$ cat config.mk
export PLATFORM = sky130hd
export DESIGN_NAME = ivr_resolver
export DESIGN_NICKNAME = d
export VERILOG_FILES = /design/src/rtl/ivr_pkg.sv /design/src/rtl/ivr_mask.sv /design/src/rtl/ivr_arbiter.sv /design/src/rtl/ivr_seq.sv /design/src/rtl/ivr_resolver.sv
export SDC_FILE = /design/constraint.sdc
export NUM_CORES = 1
export LEC_CHECK = 0
export BUFFER_PORTS_ARGS = -buffer_cell sky130_fd_sc_hd__buf_2
export CAP_MARGIN = 20
export CORE_UTILIZATION = 48
export DETAILED_ROUTE_END_ITERATION = 16
export GPL_ROUTABILITY_DRIVEN = 0
export PLACE_DENSITY = 0.94
export SLEW_MARGIN = 30
export SYNTH_ARGS = -nofsm -noshare
export SYNTH_HDL_FRONTEND = slang
export SYNTH_SLANG_ARGS = --single-unit
$ cat constraint.sdc
create_clock -name clk -period 3 [get_ports clk]
set_input_delay 0.6 -clock clk [delete_from_list [all_inputs] [get_ports clk]]
set_output_delay 0.6 -clock clk [all_outputs]
set_load 0.02 [all_outputs]
$ cat src/rtl/ivr_pkg.sv
package ivr_pkg;
    parameter int N_SRC   = 23;
    parameter int FIRST_X = 5;
    parameter int FIRST_I = 6;
    parameter logic [15:0] TOP_VEC = 16'hFFFE;
    localparam int IDXW   = $clog2(N_SRC);
    localparam int N_IGAT = N_SRC - FIRST_I;

    typedef enum logic [1:0] {SQ_IDLE, SQ_STACK, SQ_SETI} seq_t;

    typedef struct packed {
        logic            valid;
        logic [IDXW-1:0] idx;
    } win_t;

    function automatic logic [15:0] vec_of(input int i);
        return TOP_VEC - 16'(2 * i);
    endfunction
endpackage

$ cat src/rtl/ivr_mask.sv
module ivr_mask
    import ivr_pkg::*;
(
    input  logic [N_SRC-1:0]  req,
    input  logic [N_IGAT-1:0] lcl_en,
    input  logic              imask,
    input  logic              xmask,
    output logic [N_SRC-1:0]  elig
);
    for (genvar g = 0; g < N_SRC; g++) begin : g_src
        if (g < FIRST_X) begin : g_nm
            assign elig[g] = req[g];
        end else if (g < FIRST_I) begin : g_x
            assign elig[g] = req[g] & ~xmask;
        end else begin : g_i
            assign elig[g] = req[g] & ~imask & lcl_en[g-FIRST_I];
        end
    end
endmodule

$ cat src/rtl/ivr_arbiter.sv
module ivr_arbiter
    import ivr_pkg::*;
(
    input  logic             clk,
    input  logic             rst,
    input  logic [N_SRC-1:0] elig,
    input  logic [7:0]       promote,
    output win_t             win
);
    logic [N_SRC-1:0] hit;

    for (genvar g = 0; g < N_SRC; g++) begin : g_hit
        if (g < FIRST_I) begin : g_no
            assign hit[g] = 1'b0;
        end else begin : g_yes
            localparam logic [15:0] V = vec_of(g);
            assign hit[g] = elig[g] && (promote == V[7:0]);
        end
    end

    always_comb begin
        win = '0;
        for (int i = N_SRC - 1; i >= FIRST_I; i--)
            if (elig[i]) begin win.valid = 1'b1; win.idx = IDXW'(i); end
        for (int i = N_SRC - 1; i >= FIRST_I; i--)
            if (hit[i]) begin win.valid = 1'b1; win.idx = IDXW'(i); end
        for (int i = FIRST_I - 1; i >= 0; i--)
            if (elig[i]) begin win.valid = 1'b1; win.idx = IDXW'(i); end
    end


    nm_first_chk: assert property (@(posedge clk) disable iff (rst)
        (|elig[FIRST_I-2:0]) |-> (win.valid && win.idx < IDXW'(FIRST_X)));

    none_chk: assert property (@(posedge clk) disable iff (rst)
        (elig == '0) |-> !win.valid);
endmodule

$ cat src/rtl/ivr_seq.sv
module ivr_seq
    import ivr_pkg::*;
(
    input  logic        clk,
    input  logic        rst,
    input  logic        boundary,
    input  win_t        win,
    output logic [15:0] vec_o,
    output logic        take_o,
    output logic        stack_o,
    output logic        seti_o
);
    seq_t st;

    always_ff @(posedge clk) begin
        if (rst) begin
            st    <= SQ_IDLE;
            vec_o <= TOP_VEC;
        end else begin
            case (st)
                SQ_IDLE: if (boundary && win.valid) begin
                    st    <= SQ_STACK;
                    vec_o <= TOP_VEC - {{(15-IDXW){1'b0}}, win.idx, 1'b0};
                end
                SQ_STACK: st <= SQ_SETI;
                default:  st <= SQ_IDLE;
            endcase
        end
    end

    assign take_o  = (st == SQ_STACK);
    assign stack_o = (st == SQ_STACK);
    assign seti_o  = (st == SQ_SETI);


    no_win_chk: assert property (@(posedge clk) disable iff (rst)
        (st == SQ_IDLE && boundary && !win.valid) |=> !take_o);
endmodule

$ cat src/rtl/ivr_resolver.sv
module ivr_resolver
    import ivr_pkg::*;
(
    input  logic              clk,
    input  logic              rst,
    input  logic [N_SRC-1:0]  req,
    input  logic [N_IGAT-1:0] lcl_en,
    input  logic              imask,
    input  logic              xmask,
    input  logic              boundary,
    input  logic [7:0]        promote,
    output logic [15:0]       vec_o,
    output logic              take_o,
    output logic              stack_o,
    output logic              seti_o
);
    logic [N_SRC-1:0] elig;
    win_t             win;

    ivr_mask u_mask (.req(req), .lcl_en(lcl_en), .imask(imask), .xmask(xmask), .elig(elig));
    ivr_arbiter u_arb (.clk(clk), .rst(rst), .elig(elig), .promote(promote), .win(win));
    ivr_seq u_seq (.clk(clk), .rst(rst), .boundary(boundary), .win(win), .vec_o(vec_o),
                   .take_o(take_o), .stack_o(stack_o), .seti_o(seti_o));


    pulse_chk: assert property (@(posedge clk) disable iff (rst)
        take_o |=> (seti_o && !take_o && !stack_o));

    seti_after_chk: assert property (@(posedge clk) disable iff (rst)
        seti_o |-> $past(take_o));

    vec_hold_chk: assert property (@(posedge clk) disable iff (rst)
        !take_o |-> $stable(vec_o));

    all_masked_chk: assert property (@(posedge clk) disable iff (rst)
        (imask && xmask && req[FIRST_X-1:0] == '0) |-> !win.valid);
endmodule

==> impl_metrics.json <==
{
  "status": "finished, final reports clean",
  "clockRootBuffer": "clkbuf_4",
  "ys_seq_area_share_pct": 11.0,
  "start_kind": "input port",
  "num-nets-final": 298,
  "synth.avg_cell_area_um2": 6.76,
  "fin_util_pct": 62.1,
  "synthToLayoutAreaGrowth_pct": 21.5,
  "grt.met3_usage_pct": 1.98,
  "r2r_cells": 5,
  "cts_tree": "yes",
  "max-slew-margin-rel_pct": 62.1,
  "drtIter0Drc": 83,
  "num_vias": 1712,
  "netlist_area_um2": 1280,
  "grt_overflow": 0,
  "grt_max_degree": 22,
  "io_pins": 72,
  "cp.arrival_ns": 2.28,
  "h-tree-depth": 1,
  "synth_edf_count": 0,
  "crit_start": "imask",
  "required_ns": 3.17,
  "cts_resized": 0,
  "drtPass1Iterations": 4,
  "crit_path_end_kind": "flop",
  "min_from": "u_seq.vec_o[5]",
  "hold_path.class": "flop to flop",
  "placed_cell_area_um2": 1530,
  "max-vdd-ir-drop_v": 0.000259,
  "mostFrequentLayoutCells": "buf_2, nand2_1, nor2_1, conb_1, a21oi_1",
  "p_per_area_nw_per_um2": 228,
  "routed_wl_um": 3830,
  "dieArea_um2": 2870,
  "cts_setup_buffers": 0,
  "antenna_found_initial": 0,
  "ys_ff_latch": 7,
  "worst_clock_skew_ns": 0.00445,
  "dieHeight_um": 53.6,
  "grt_util_met1_pct": 33.3,
  "rows": 18,
  "synth_cells": 189,
  "post-route-period-util_pct": 70.4,
  "numCtsBuffers": 3,
  "setup-tns-final_ns": 0,
  "timing.rr.end": "u_seq.vec_o[1]",
  "final_common_cell": "buf_2",
  "ys.flop_type": "dfxtp_1",
  "final_cell_area_um2": 1550,
  "tightest_slew_ns": 0.564,
  "rrSetupSlack_ns": 1.71,
  "max_freq_mhz": 474,
  "ant_nets": 0,
  "crit_fanout": 21,
  "start_util_pct": 51.1,
  "grt_pass1_wl_um": 5970,
  "path_clk_slew_ns": 0.05,
  "layout-drive-gt1-share_pct": 28.3,
  "wl_per_cell_um": 14.0,
  "busiest_layer": "met2",
  "grt_pass1_vias": 1488,
  "drc": 0,
  "async_reset_ff_share_pct": 0,
  "rsz0062_at_grt": "no",
  "hold_end": "u_seq.vec_o[5]",
  "diodes": 0,
  "grt_use_met2_pct": 49.4,
  "min_period_ns": 2.11,
  "finalPower_uw": 354,
  "critPathKind": "input port to flop",
  "die_w_um": 53.6,
  "yosys_warnings": 0,
  "setup_viol": 0,
  "hold_depth": 2,
  "cap_viol_max_count": 0,
  "rr_startpoint": "u_seq.st[0]",
  "ys_types": 56,
  "n_fill_cell": 243,
  "cellLeakagePower_nw": 0.664,
  "holdBufCountCts": 0,
  "routed_via_density": 6.25,
  "grtUsageTotal_pct": 27.7,
  "clockBufferDepth": 2,
  "drv_slew": 0,
  "core_um2": 2500,
  "dp_hpwl_um": 3230,
  "cts_sinks": 7,
  "hold_viol_final": 0,
  "clk_latency_ns": 0.24,
  "portBuffers": 60
}
-- worst max path at each step --
stage	endpoint	slack, ns
after floorplan	u_seq.vec_o[1]	0.94
after global placement	u_seq.vec_o[3]	0.67
after detailed placement	u_seq.vec_o[5]	0.69
after CTS	u_seq.vec_o[5]	0.95
after global routing	u_seq.vec_o[5]	0.79
final	u_seq.vec_o[5]	0.89
-- Yosys cell counts (2+ instances only) --
library cell  instances  area, µm²
a211oi_1              3       22.5
a21oi_1               9       45.0
a221o_1               3       30.0
a22o_1                3       26.3
a22oi_1               6       45.0
a31o_1                3       26.3
a31oi_1               6       37.5
a32oi_1               4       35.0
and3_1                2       12.5
buf_2                 2       10.0
buf_4                12       90.1
clkbuf_1              3       11.3
conb_1                2       7.51
dfxtp_1               7        140
inv_1                 7       26.3
nand2_1              22       82.6
nand3_1               5       25.0
nand3b_1              5       37.5
nand4_1               2       12.5
nand4b_1              4       35.0
nor2_1               20       75.1
nor2b_1               3       18.8
nor3_1                4       20.0
nor4_1                5       31.3
o2111ai_1             2       17.5
o21ai_0               7       35.0
o21ai_1               3       15.0
o22ai_1               4       25.0
o32ai_1               2       17.5
or2_2                 2       12.5
or3_1                 2       12.5
-- worst max-delay path, stage by stage --
cell     delay [ns]
buf_2          0.28
or3b_1         0.36
a21oi_1        0.07
o31ai_1        0.43
nand2_1        0.12
a211o_1        0.25
a31oi_1        0.17
-- power by group --
group / switching, mW / leakage [nW] / internal (mW) / total (mW)
Clock: 0.0305 / 0.0150 / 0.0505 / 0.0810
Combinational: 0.107 / 0.592 / 0.0684 / 0.175
Sequential: 0.00182 / 0.0571 / 0.0961 / 0.0979
-- area by class of cell --
type | instances | area, µm² | share of cell area [%]
multi-input combinational | 166 | 1020 | 65.8
clock buffer | 4 | 26.3 | 1.69
inverter | 7 | 26.3 | 1.69
sequential | 7 | 140 | 9.02
tap | 30 | 37.5 | 2.42
timing repair buffer | 60 | 300 | 19.3
-- registers in the layout, indices dropped and copies added, names as in the netlist --
name         count
u_seq.st         2
u_seq.vec_o      5
-- layer usage --
layer  part of all wire (%)  wire, µm
met4                    3.0       116
met3                    8.4       322
met2                     47      1790
met5                      0         0
met1                     42      1600
-- cells by family (layout without fill, tap and decap cells) --
group                  Yosys count  count (layout)  synth area share [%]
buffers and inverters           25              71                  11.7
other                            2              11                 0.588
and+or+nand+nor                 85              85                  35.9
DFF                              7               7                  11.0
AOI/OAI and AO/OA               70              70                  40.8
-- per-stage QoR --
stage	worst slack, ns	std cells	hold WS [ns]
6_report	0.889	274	0.492
5_1_grt	0.793	274	0.520
4_1_cts	0.952	274	0.492
3_5_place_dp	0.693	270	0.490
3_3_place_gp	0.673	270	0.485
2_1_floorplan	0.939	198	0.558
Power figures use the tool's default switching activity.
